<file path="src/rtl/pg_sup_pkg.sv">
package pg_sup_pkg;

  typedef struct packed {
    logic any_low;     // some channel under its low trip
    logic release_ok;  // no low trip and every gated channel over high trip
  } chan_summary_t;

  typedef enum logic [1:0] {
    PG_HOLD = 2'd0,
    PG_WAIT = 2'd1,
    PG_GOOD = 2'd2
  } pg_state_t;

  function automatic int unsigned cnt_width(input int unsigned limit);
    return (limit < 2) ? 1 : $clog2(limit + 1);
  endfunction

endpackage

</file>
<file path="src/rtl/pg_chan_eval.sv">
module pg_chan_eval
  import pg_sup_pkg::*;
#(
  parameter int unsigned NUM_CH = 4
) (
  input  logic [NUM_CH-1:0] below_low,
  input  logic [NUM_CH-1:0] above_high,
  input  logic [NUM_CH-1:0] gate_mask,
  output chan_summary_t     summary
);

  logic [NUM_CH-1:0] ready_vec;

  // A channel is ready when it is over its high trip or is not gating release.
  for (genvar i = 0; i < NUM_CH; i++) begin : g_ch
    assign ready_vec[i] = above_high[i] | ~gate_mask[i];
  end

  always_comb begin
    summary.any_low    = |below_low;
    summary.release_ok = (&ready_vec) & ~(|below_low);
  end

endmodule

</file>
<file path="src/rtl/pg_release_timer.sv">
module pg_release_timer #(
  parameter int unsigned DELAY_TICKS = 1000000,
  parameter int unsigned CNT_W       = 20
) (
  input  logic             clk,
  input  logic             rst,
  input  logic             run,
  input  logic             tick,
  output logic [CNT_W-1:0] count,
  output logic             expired
);

  localparam logic [CNT_W-1:0] TERM = CNT_W'(DELAY_TICKS);

  logic [CNT_W-1:0] cnt_q;

  always_ff @(posedge clk) begin
    if (rst) begin
      cnt_q <= '0;
    end else if (!run) begin
      cnt_q <= '0;
    end else if (tick && (cnt_q != TERM)) begin
      cnt_q <= cnt_q + CNT_W'(1);
    end
  end

  assign count   = cnt_q;
  assign expired = (cnt_q == TERM);

endmodule

</file>
<file path="src/rtl/pg_out_stage.sv">
module pg_out_stage
  import pg_sup_pkg::*;
(
  input  logic clk,
  input  logic rst,
  input  logic any_low,
  input  logic release_ok,
  input  logic expired,
  output logic good
);

  pg_state_t st_q, st_d;

  always_comb begin
    st_d = st_q;
    if (any_low) begin
      st_d = PG_HOLD;
    end else begin
      unique case (st_q)
        PG_HOLD: if (release_ok) st_d = PG_WAIT;
        PG_WAIT: begin
          if (!release_ok)  st_d = PG_HOLD;
          else if (expired) st_d = PG_GOOD;
        end
        PG_GOOD: st_d = PG_GOOD;
        default: st_d = PG_HOLD;
      endcase
    end
  end

  always_ff @(posedge clk) begin
    if (rst) st_q <= PG_HOLD;
    else     st_q <= st_d;
  end

  assign good = (st_q == PG_GOOD);

endmodule

</file>
<file path="src/rtl/pg_supervisor.sv">
module pg_supervisor
  import pg_sup_pkg::*;
#(
  parameter int unsigned NUM_CH      = 4,
  parameter int unsigned DELAY_TICKS = 1000000
) (
  input  logic              clk,
  input  logic              rst,
  input  logic              sw_tick,
  input  logic [NUM_CH-1:0] ch_below_low,
  input  logic [NUM_CH-1:0] ch_above_high,
  input  logic [NUM_CH-1:0] ch_gate_mask,
  output logic              pwr_good
);

  localparam int unsigned CNT_W = cnt_width(DELAY_TICKS);

  chan_summary_t    summ;
  logic [CNT_W-1:0] tmr_count;
  logic             tmr_expired;

  pg_chan_eval #(.NUM_CH(NUM_CH)) u_eval (
    .below_low  (ch_below_low),
    .above_high (ch_above_high),
    .gate_mask  (ch_gate_mask),
    .summary    (summ)
  );

  pg_release_timer #(.DELAY_TICKS(DELAY_TICKS), .CNT_W(CNT_W)) u_timer (
    .clk     (clk),
    .rst     (rst),
    .run     (summ.release_ok),
    .tick    (sw_tick),
    .count   (tmr_count),
    .expired (tmr_expired)
  );

  pg_out_stage u_out (
    .clk        (clk),
    .rst        (rst),
    .any_low    (summ.any_low),
    .release_ok (summ.release_ok),
    .expired    (tmr_expired),
    .good       (pwr_good)
  );

endmodule

</file>
<file path="config.mk">
export PLATFORM = sky130hd
export DESIGN_NAME = pg_supervisor
export DESIGN_NICKNAME = d
export VERILOG_FILES = /design/src/rtl/pg_sup_pkg.sv /design/src/rtl/pg_chan_eval.sv /design/src/rtl/pg_release_timer.sv /design/src/rtl/pg_out_stage.sv /design/src/rtl/pg_supervisor.sv
export SDC_FILE = /design/constraint.sdc
export NUM_CORES = 1
export LEC_CHECK = 0
export BUFFER_PORTS_ARGS = -buffer_cell sky130_fd_sc_hd__clkbuf_2
export CAP_MARGIN = 20
export CORE_MARGIN = 2
export CORE_UTILIZATION = 56
export DETAILED_ROUTE_END_ITERATION = 8
export PLACE_DENSITY_LB_ADDON = 0.15
export SKIP_CTS_REPAIR_TIMING = 1
export SLEW_MARGIN = 20
export SYNTH_ARGS = -nofsm -noshare
export SYNTH_HDL_FRONTEND = slang
export SYNTH_SLANG_ARGS = --single-unit
</file>
<file path="constraint.sdc">
create_clock -name clk -period 5.77 [get_ports clk]
set_clock_uncertainty 0.1 [all_clocks]
set_input_delay 0.2885 -clock clk [delete_from_list [all_inputs] [get_ports clk]]
set_output_delay 0.2885 -clock clk [all_outputs]
set_load 0.02 [all_outputs]
</file>
**Word-level counts from Yosys, hierarchy flattened**

Cells that the tools add are included.

- Input bits: 15
- Output and inout port bits: 1
- Bits in registers: 22
- Logic and storage cells: 31
- Bits in latches: 0
- Bits in writable memories: 0
- Memories kept: 0
- ROM bits: 0

- Divide/modulo/power cells: 0
- Reduce and logical (&&, ||, !) cells: 7
- Shifts and indexed selects: 0
- Multiplexer cells: 4
- Equality and inequality tests: 6
- Bitwise gates (word level): 11
- Add/sub/neg operators: 1
- Magnitude comparators: 0
- Multipliers: 0

Operators by type and width:

| kind | number |
|---|---|
| $add A20 B1 Y20 const B | 1 |
| $eq A20 B20 Y1 const B | 1 |
| $ne A20 B20 Y1 const B | 1 |
| $mux W2 | 3 |
| $not A1 Y1 | 6 |
| $pmux W2 S3 | 1 |
| $reduce_or A5 Y1 | 1 |
| $or A1 B1 Y1 | 4 |
| $reduce_and A4 Y1 | 1 |
| $reduce_or A4 Y1 | 1 |
| $ne A3 B3 Y1 const B | 1 |
| $eq A2 B1 Y1 const B | 1 |
| $eq A2 B2 Y1 const B | 1 |
| $logic_not A2 Y1 | 1 |
| $ne A2 B1 Y1 const B | 1 |
| $reduce_and A2 Y1 | 1 |
| $reduce_or A2 Y1 | 1 |
| $and A1 B1 Y1 | 1 |
| $logic_and A1 B1 Y1 | 1 |

**Logic depth before layout (Yosys ltp)**

Gate-level depths: netlist of the first run.

- Depth in word-level cells: 6
- Depth in mapped cells: 8

**By module**

A second synthesis of the first run with hierarchy kept.

- Cells, all modules: 141
- Area, all modules: 1193.6 µm²

Modules (own cells, without submodules):

| module | area an instance (µm²) | seq. area each (µm²) | times used | cells each |
|---|---|---|---|---|
| pg_release_timer | 1059.8 | 400.4 | 1 | 125 |
| pg_out_stage | 85.1 | 40.0 | 1 | 8 |
| pg_chan_eval | 48.8 | 0.0 | 1 | 8 |

**Worst setup path before layout of the first run**

OpenSTA, ideal clock, no wires.

- Path kind: in2reg
- From: in ch_below_low[1]
- To: reg u_timer.cnt_q[10], in the netlist u_timer.count[10]
- Path buffers: 0
- Data arrival time: 1.829 ns
- Library setup time: 0.059 ns
- Cell stages on the path: 5
- Path slack: 3.782 ns
- Required time: 5.611 ns
- Cells stage by stage: or4_4 > a211o_1 > or2_1 > or4_1 > nand2_1

- Word-level cells in the longest chain between the ends: 5

RTL lines:

| item | line | text |
|---|---|---|
| from (decl) | pg_supervisor.sv:10 | `input logic [NUM_CH-1:0] ch_below_low,` |
| $reduce_or A4 Y1 | -- |  |
| $not A1 Y1 | pg_chan_eval.sv:21 | `summary.release_ok = (&ready_vec) & ~(\|below_low);` |
| $and A1 B1 Y1 | pg_chan_eval.sv:21 |  |
| $not A1 Y1 (no line) | -- |  |
| $reduce_or A2 Y1 (no line) | -- |  |
| to (signal assigned) | pg_release_timer.sv:23 | `cnt_q <= cnt_q + CNT_W'(1);` |
| to (decl) | pg_release_timer.sv:15 | `logic [CNT_W-1:0] cnt_q;` |

No other way between the ends.
A chain may end at the register's enable or synchronous reset.

**Worst setup path in the final report of the first run**

Same ends and word-level chain as after synthesis.

==> results.sh, run 1 <==
export IMPL_wl_per_cell_um=12.1
export IMPL_p_leak_uw=0.000420
export IMPL_seq_area_um2=440
export IMPL_dr_pass1_iters=4
export IMPL_yosysUniqueCellTypes=31
export IMPL_grt_pass1_wl_um=3320
export IMPL_cts_htree_levels=1
export IMPL_syn_area_per_cell_um2=8.47
export IMPL_drt_initial_drc_count=21
export IMPL_reg2reg_to="u_timer.count[1]"
export IMPL_crit_type="in2reg"
export IMPL_core_area_um2=1760
export IMPL_path_cells="clkbuf_2 -> or4_4 -> a211o_1 -> or2_1 -> or4_1 -> nand2_1"
export IMPL_ant_nets=0
export IMPL_grt_max_degree=23
export IMPL_clk_path_buf_depth=2
export IMPL_post_dp_hpwl_um=1530
export IMPL_design_area_um2=1190
export IMPL_yosys_top_cells_area="dfxtp_1 41%, xor2_1 8.1%, nor2_1 7.0%"
export IMPL_drive_above_1_share_pct=13.5
export IMPL_clkSinkCount=22
export IMPL_final_cell_mix="22 x dfxtp_1, 20 x nor2_1, 15 x clkbuf_2, 10 x xor2_1, 9 x nand2_1"
export IMPL_clk_pin_slew_ns=0.11
export IMPL_tns_ns=0
export IMPL_clk_latency_ns=0.30
export IMPL_yosys_register_bits=22
export IMPL_place_area_um2=1170
export IMPL_finalSetupViolCount=0
export IMPL_vias=953
export IMPL_antenna_found_initial=0
export IMPL_drv_cap=0
export IMPL_dp_cells=163
export IMPL_synth_area_um2=1080
export IMPL_worst_slack_ns=3.63
export IMPL_fp_dieArea_um2=2290
export IMPL_syn_nets=144
export IMPL_min_path_type="in2reg"
export IMPL_cp_max_fo=22
export IMPL_synth_cells=127
export IMPL_fillers=151
export IMPL_fin_nets=160
export IMPL_post_place_ws_ns=3.30
export IMPL_num_antenna_cells=0
export IMPL_cts_root_buffer="clkbuf_4"
export IMPL_fp_dieW_um=47.8
export IMPL_viasPerCell=5.74
export IMPL_worstSetupStartpointType="input pin"
export IMPL_final_period_utilization_pct=37.1
export IMPL_drc_errors=0
export IMPL_rrSetupSlack_ns=3.69
export IMPL_fmax_ghz=0.467
export IMPL_gr_total_overflow=0
export IMPL_rows=15
export IMPL_crit_family="simple AND/OR/NAND/NOR gates"
export IMPL_worstPathArrival_ns=2.29
export IMPL_layoutNonFillerInstCount=166
export IMPL_crit_buf_inv=1
export IMPL_peakVddDrop_mv=0.166
export IMPL_r2r_start="u_timer.count[0]"
export IMPL_synth_top_area_share_pct=40.9
export IMPL_ff2ff_path_depth=7
export IMPL_status="finished clean"
export IMPL_boundaryPins=16
export IMPL_wirelength_um=2010
export IMPL_fin_crit_ns=2.14
export IMPL_fp_dieH_um=47.8
export IMPL_p_per_area_nw_per_um2=191
export IMPL_gp_congestion=0.800
export IMPL_numCtsBuffers=3
export IMPL_endpoint="u_timer.count[10]"
export IMPL_rsz0062_at_grt="false"
export IMPL_power_uw=227
export IMPL_syn2layout_area_growth_pct=10.6
export IMPL_slew_headroom_pct=52.0
export IMPL_first_global_vias=824
export IMPL_cp_slowest_stage_delay_ns=0.60
export IMPL_io_buffers=15
export IMPL_cp_num_cells=6
export IMPL_hold_viol=0
export IMPL_ys_warn_count=0
export IMPL_slowest_stage="or4_1"
export IMPL_cts_tree="done"
export IMPL_ys_seq_area_share_pct=40.9
export IMPL_initial_core_util_pct=61.0
export IMPL_startpoint="ch_below_low[1]"
export IMPL_maxSlewViolCount=0
export IMPL_multi_input_area_um2=594
export IMPL_required_ns=5.92
export IMPL_layout_commonest_cell="dfxtp_1"
export IMPL_tightestPinTransition_ns=0.720
export IMPL_grtUsageTotal_pct=20.9
export IMPL_synth_top_area_cell="dfxtp_1"
export IMPL_cp_end_kind="flop"
## per-layer routing
metal | vias up | part of all wire (%) | global-route usage, %
met5 | - | 0 | 0
met4 | 0 | 1.5 | 8.11
met3 | 5 | 5.0 | 4.53
met2 | 27 | 49 | 35.7
met1 | 436 | 45 | 25.6
li1 | 485 | - | -
## stage by stage
step | utilization, % | hold slack (ns)
2_1_floorplan | - | 0.308
3_3_place_gp | 66.2 | 0.320
3_5_place_dp | 66.2 | 0.330
4_1_cts | 67.4 | 0.158
5_1_grt | 67.4 | 0.155
6_report | 67.4 | 0.159
## cell type report
class	count	share of cell area, %
clock buffer	3	1.89
sequential	22	37.0
inverter	7	2.21
multi-input combinational	94	49.9
tap	25	2.63
timing repair buffer	15	6.31
## sequential cells by signal (all words and copies together), names as in the netlist
| register | flops |
|---|---|
| u_timer.count | 20 |
| u_out.st_q | 2 |
## power by group
group	total, uW	switching, uW	leakage [uW]	internal (uW)
registers	152	0.0762	0.000177	152
clock network	65.7	41.3	0.0000138	24.4
logic	9.72	4.72	0.000229	4.99
## cell families (layout without fill, tap and decap cells)
| logic type | count (synthesis) | count (layout) | synth area share, % |
|---|---|---|---|
| muxes | 1 | 1 | 0.930 |
| adders and majority gates | 2 | 2 | 2.33 |
| DFF | 22 | 22 | 40.9 |
| AOI/OAI and AO/OA | 14 | 14 | 9.30 |
| xor gates and xnor gates | 13 | 13 | 10.6 |
| buffers and inverters | 11 | 25 | 3.84 |
| and+or+nand+nor | 64 | 64 | 32.1 |
## Yosys cell counts
library cell / number
mux2i_1: 1
or4_4: 1
or2_1: 1
a41oi_1: 1
and4_1: 4
a211oi_1: 1
nor3_1: 1
o211ai_1: 2
nor2b_1: 2
dfxtp_1: 22
o32ai_1: 1
nor4bb_1: 1
clkbuf_1: 4
o221ai_1: 1
xnor2_1: 3
and3_1: 3
ha_1: 2
nor2_1: 20
a211o_1: 1
nand4_1: 5
nand3_1: 7
o31ai_1: 3
o21ai_0: 1
nand2b_1: 3
a21oi_1: 3
inv_1: 7
nor4_1: 1
or4_1: 5
nand2_1: 9
xor2_1: 10
nor4b_1: 1
## worst reg2reg max path: stages (launching register included)
cell and delay [ns]:
dfxtp_1 0.35, inv_1 0.10, ha_1 0.14, nor4bb_1 0.26
nand3_1 0.13, o21ai_1 0.57, mux2i_1 0.25, nor2_1 0.05
## how the worst min path moves through the flow
stage,slack [ns],depth (start not counted),end,from
floorplan,0.31,1,u_out.st_q[0],u_out.st_q[1]
global placement,0.32,1,u_out.st_q[0],u_out.st_q[1]
detailed placement,0.33,1,u_out.st_q[0],u_out.st_q[1]
CTS,0.16,3,u_out.st_q[1],ch_below_low[2]
global route,0.16,3,u_out.st_q[1],ch_below_low[3]
finish,0.16,3,u_out.st_q[1],ch_below_low[2]
Power figures use the tool's default switching activity.
==> run 2: changes to the inputs <==
--- a/config.mk
+++ b/config.mk
@@ -8,7 +8,7 @@
 export BUFFER_PORTS_ARGS = -buffer_cell sky130_fd_sc_hd__clkbuf_2
 export CAP_MARGIN = 20
 export CORE_MARGIN = 2
-export CORE_UTILIZATION = 56
+export CORE_UTILIZATION = 54
 export DETAILED_ROUTE_END_ITERATION = 8
 export PLACE_DENSITY_LB_ADDON = 0.15
 export SKIP_CTS_REPAIR_TIMING = 1
==> constraint.sdc (replaced) <==
create_clock -name clk -period 2 [get_ports clk]
set_clock_uncertainty 0.1 [all_clocks]
set_input_delay 0.1 -clock clk [delete_from_list [all_inputs] [get_ports clk]]
set_output_delay 0.1 -clock clk [all_outputs]
set_load 0.02 [all_outputs]
==> results.sh, run 2 (synthesis results as in run 1) <==
export IMPL_cp_max_fo=8
export IMPL_syn2layout_area_growth_pct=21.2
export IMPL_wl_per_cell_um=11.7
export IMPL_fp_dieArea_um2=2370
export IMPL_tightestPinTransition_ns=0.270
export IMPL_boundaryPins=16
export IMPL_status="finished clean"
export IMPL_rsz0062_at_grt="false"
export IMPL_drt_initial_drc_count=19
export IMPL_hold_slack_ns=0.0968
export IMPL_drc_errors=0
export IMPL_grt_pass1_wl_um=3660
export IMPL_post_dp_hpwl_um=1600
export IMPL_ant_nets=0
export IMPL_required_ns=2.15
export IMPL_clk_latency_ns=0.31
export IMPL_maxSlewViolCount=0
export IMPL_slew_headroom_pct=81.8
export IMPL_dp_cells=172
export IMPL_io_buffers=15
export IMPL_antenna_found_initial=0
export IMPL_clkSinkCount=22
export IMPL_peakVddDrop_mv=0.507
export IMPL_cts_root_buffer="clkbuf_4"
export IMPL_vias=959
export IMPL_dr_pass1_iters=4
export IMPL_crit_type="reg2reg"
export IMPL_p_leak_uw=0.000478
export IMPL_fp_dieW_um=48.6
export IMPL_grtUsageTotal_pct=20.0
export IMPL_min_path_type="in2reg"
export IMPL_initial_core_util_pct=56.0
export IMPL_drv_cap=0
export IMPL_numCtsBuffers=3
export IMPL_layout_commonest_cell="dfxtp_1"
export IMPL_drive_above_1_share_pct=19.7
export IMPL_core_area_um2=1920
export IMPL_cts_tree="done"
export IMPL_finalSetupViolCount=0
export IMPL_cp_end_kind="flop"
export IMPL_p_per_area_nw_per_um2=551
export IMPL_fp_dieH_um=48.6
export IMPL_final_cell_mix="21 x dfxtp_1, 20 x nor2_1, 15 x clkbuf_2, 10 x xor2_1, 9 x nand2_1"
export IMPL_clk_path_buf_depth=2
export IMPL_rows=16
export IMPL_fin_crit_ns=1.90
export IMPL_wirelength_um=2100
export IMPL_final_period_utilization_pct=95.0
export IMPL_fin_nets=170
export IMPL_hold_viol=0
export IMPL_layoutNonFillerInstCount=179
export IMPL_cts_htree_levels=1
export IMPL_fmax_ghz=0.526
export IMPL_viasPerCell=5.36
export IMPL_tns_ns=0
export IMPL_worstSetupStartpointType="flop"
export IMPL_gr_total_overflow=0
export IMPL_num_antenna_cells=0
export IMPL_grt_max_degree=15
export IMPL_first_global_vias=875
export IMPL_worstPathArrival_ns=2.05
export IMPL_clk_pin_slew_ns=0.11
export IMPL_gp_congestion=0.790
export IMPL_largest_reg_flops=20
==> run 2: critical path, cell delays in order, from the launching register on <==
cell and delay [ns]:
dfxtp_2 0.34, inv_1 0.05, ha_1 0.19, nor4bb_1 0.14, nand3_1 0.13, o21ai_1 0.07
buf_4 0.17, or4_1 0.50, a21oi_1 0.15
==> run 2: final cells by class <==
cell class	instances	area, um^2
clock buffer	4	36.3
tap	27	33.8
multi-input combinational	94	598
timing repair buffer	25	168
sequential	22	442
fill	175	618
inverter	7	26.3
==> run 2: path summary, 6_finish.rpt <==
kind / end / depth (start not counted) / start / slack, ns
max reg2reg: u_timer.count[12] / 8 / u_timer.count[0] / 0.1
min reg2reg: u_out.st_q[0] / 1 / u_out.st_q[1] / 0.36
max: u_timer.count[12] / 8 / u_timer.count[0] / 0.1
min: u_timer.count[10] / 5 / ch_gate_mask[0] / 0.1
==> run 2: stage by stage <==
| step | power, uW | setup slack [ns] | cell area, um^2 | util, % |
|---|---|---|---|---|
| floorplan | 461 | 0.104 | 1080 | - |
| global placement | 477 | 0.0785 | 1220 | 63.6 |
| detailed placement | 478 | 0.0307 | 1220 | 63.6 |
| CTS | 725 | 0.0587 | 1260 | 65.5 |
| global route | 754 | 0.000402 | 1300 | 67.8 |
| finish | 719 | 0.0999 | 1300 | 67.8 |
==> run 2: where the power goes <==
group / leakage, uW / internal, uW / total (uW) / switching [uW]
Combinational: 0.000279 / 21.8 / 36.7 / 14.9
Clock: 0.0000210 / 111 / 244 / 132
Sequential: 0.000178 / 438 / 438 / 0.165
==> run 2: routing by layer <==
| layer | GRT usage, % | vias to the layer above | share of wire [%] |
|---|---|---|---|
| li1 | - | 503 | - |
| met1 | 22.8 | 436 | 47 |
| met2 | 34.2 | 14 | 48 |
| met3 | 6.79 | 6 | 3.3 |
| met4 | 8.10 | 0 | 1.5 |
| met5 | 0 | - | 0 |
==> run 3: changes to the inputs <==
--- a/config.mk
+++ b/config.mk
@@ -5,10 +5,11 @@
 export SDC_FILE = /design/constraint.sdc
 export NUM_CORES = 1
 export LEC_CHECK = 0
+export ABC_AREA = 1
 export BUFFER_PORTS_ARGS = -buffer_cell sky130_fd_sc_hd__clkbuf_2
 export CAP_MARGIN = 20
 export CORE_MARGIN = 2
-export CORE_UTILIZATION = 54
+export CORE_UTILIZATION = 56
 export DETAILED_ROUTE_END_ITERATION = 8
 export PLACE_DENSITY_LB_ADDON = 0.15
 export SKIP_CTS_REPAIR_TIMING = 1
==> results.sh, run 3 <==
export IMPL_status="finished clean"
export IMPL_synthArstFlopShare_pct=0
export IMPL_syn_area_per_cell_um2=6.38
export IMPL_wl_per_cell_um=10.8
export IMPL_synth_most_common_cell="nand2_1"
export IMPL_seq_power_share_pct=63.3
export IMPL_slew_headroom_pct=62.1
export IMPL_grt_pass1_wl_um=5320
export IMPL_initial_core_util_pct=57.7
export IMPL_ys_warn_count=0
export IMPL_p_leak_uw=0.000597
export IMPL_clkSinkCount=22
export IMPL_synth_edf_count=0
export IMPL_sw_frac_of_total_pct=23.5
export IMPL_gr_total_overflow=0
export IMPL_cellInternalPower_uw=530
export IMPL_drc_errors=0
export IMPL_finalSetupViolCount=0
export IMPL_grtUsageTotal_pct=20.7
export IMPL_cts_root_buffer="clkbuf_4"
export IMPL_ant_nets=0
export IMPL_yosys_register_bits=22
export IMPL_drt_initial_drc_count=59
export IMPL_tightestPinTransition_ns=0.567
export IMPL_synth_top_area_share_pct=28.4
export IMPL_gp_congestion=0.882
export IMPL_min_path_type="in2reg"
export IMPL_largest_reg_flops=20
export IMPL_maxSlewViolCount=0
export IMPL_boundaryPins=16
export IMPL_synth_cells=243
export IMPL_fp_dieW_um=56.6
export IMPL_vias=1416
export IMPL_drv_cap=0
export IMPL_required_ns=2.15
export IMPL_syn2layout_area_growth_pct=5.25
export IMPL_clk_pin_slew_ns=0.13
export IMPL_dp_cells=282
export IMPL_wirelength_um=3080
export IMPL_crit_type="reg2reg"
export IMPL_core_area_um2=2690
export IMPL_yosysUniqueCellTypes=27
export IMPL_fin_crit_ns=1.73
export IMPL_fin_nets=274
export IMPL_ys_seq_area_share_pct=28.4
export IMPL_first_global_vias=1233
export IMPL_cts_htree_levels=1
export IMPL_fp_dieArea_um2=3210
export IMPL_fp_dieH_um=56.6
export IMPL_cp_max_fo=4
export IMPL_synth_main_ff_cell="dfxtp_1"
export IMPL_final_cell_mix="73 x nand2_1, 35 x nor2_1, 28 x inv_1, 22 x dfxtp_1, 19 x nand3_1"
export IMPL_post_dp_hpwl_um=2340
export IMPL_syn_nets=260
export IMPL_drive_above_1_share_pct=16.5
export IMPL_fmax_ghz=0.579
export IMPL_p_per_area_nw_per_um2=424
export IMPL_layout_commonest_cell="nand2_1"
export IMPL_rsz0062_at_grt="false"
export IMPL_io_buffers=15
export IMPL_synth_top_area_cell="dfxtp_1"
export IMPL_tns_ns=0
export IMPL_rows=19
export IMPL_worstPathArrival_ns=1.88
export IMPL_worstSetupStartpointType="flop"
export IMPL_num_antenna_cells=0
export IMPL_switchingPower_uw=162
export IMPL_synth_area_um2=1550
export IMPL_viasPerCell=4.95
export IMPL_dr_pass1_iters=4
export IMPL_clk_path_buf_depth=2
export IMPL_pwr_share_comb_pct=6.7
export IMPL_numCtsBuffers=3
export IMPL_grt_max_degree=17
export IMPL_antenna_found_initial=0
export IMPL_final_period_utilization_pct=86.3
export IMPL_clk_latency_ns=0.31
export IMPL_peakVddDrop_mv=0.380
export IMPL_synth_commonest_cells="73 x nand2_1, 35 x nor2_1, 28 x inv_1"
export IMPL_yosys_top_cells_area="dfxtp_1 28%, nand2_1 18%, nor2_1 8.5%"
export IMPL_hold_viol=0
export IMPL_cts_tree="done"
export IMPL_layoutNonFillerInstCount=286
export IMPL_p_clk_share_pct=30.0
export IMPL_cp_end_kind="flop"
## run 3: worst paths after layout
path / start / to / slack, ns / depth (start not counted)
max: u_timer.count[1] / u_timer.count[18] / 0.27 / 9
min reg2reg: u_out.st_q[0] / u_out.st_q[0] / 0.37 / 1
min: ch_below_low[0] / u_out.st_q[1] / 0.05 / 6
max reg2reg: u_timer.count[1] / u_timer.count[18] / 0.27 / 9
## run 3: through the flow
step / hold slack [ns] / area [um^2] / total power [uW] / util, % / setup slack [ns]
floorplan: 0.160 / 1550 / 477 / - / 0.542
global placement: 0.313 / 1600 / 493 / 59.5 / 0.369
detailed placement: 0.319 / 1600 / 493 / 59.5 / 0.316
CTS: -0.0182 / 1620 / 699 / 60.4 / 0.288
global route: 0.0818 / 1630 / 720 / 60.7 / 0.101
finish: 0.0477 / 1630 / 693 / 60.7 / 0.274
## run 3: final cells by class
type	count	area [um^2]
multi-input combinational	184	916
tap	31	38.8
inverter	29	109
sequential	22	440
fill	278	1050
timing repair buffer	17	105
clock buffer	3	22.5
## run 3: worst max-delay path: stages, from the launching register on
cell and delay, ns:
dfxtp_1 0.40, ha_1 0.24, nand2_1 0.14, nor2_2 0.23, nand3_1 0.10, nor2_1 0.18
nand3_1 0.10, nand2_1 0.07, inv_1 0.03, nor2_1 0.08
## run 3: kinds of logic after synthesis
logic type,count (synthesis),synth area share (%)
flops,22,28.4
compound gates,23,9.28
xor+xnor,10,5.65
simple gates,149,42.5
fa+ha+maj,2,1.61
buf+inv,37,12.5
## run 3: per-layer routing
metal,vias to the layer above,GRT usage [%],part of all wire (%)
li1,776,-,-
met1,610,29.3,51
met2,25,33.7,45
met3,5,2.76,3.7
met4,0,4.08,1.1
met5,-,0,0
## run 3: power by group through the flow
stage / sequential [uW] / combinational, uW / clock [uW]
final: 438 / 46.2 / 208
after global routing: 439 / 52.1 / 229
after CTS: 438 / 45.1 / 215
after detailed placement: 448 / 44.9 / 0
after global placement: 448 / 44.8 / 0
after floorplan: 448 / 28.4 / 0
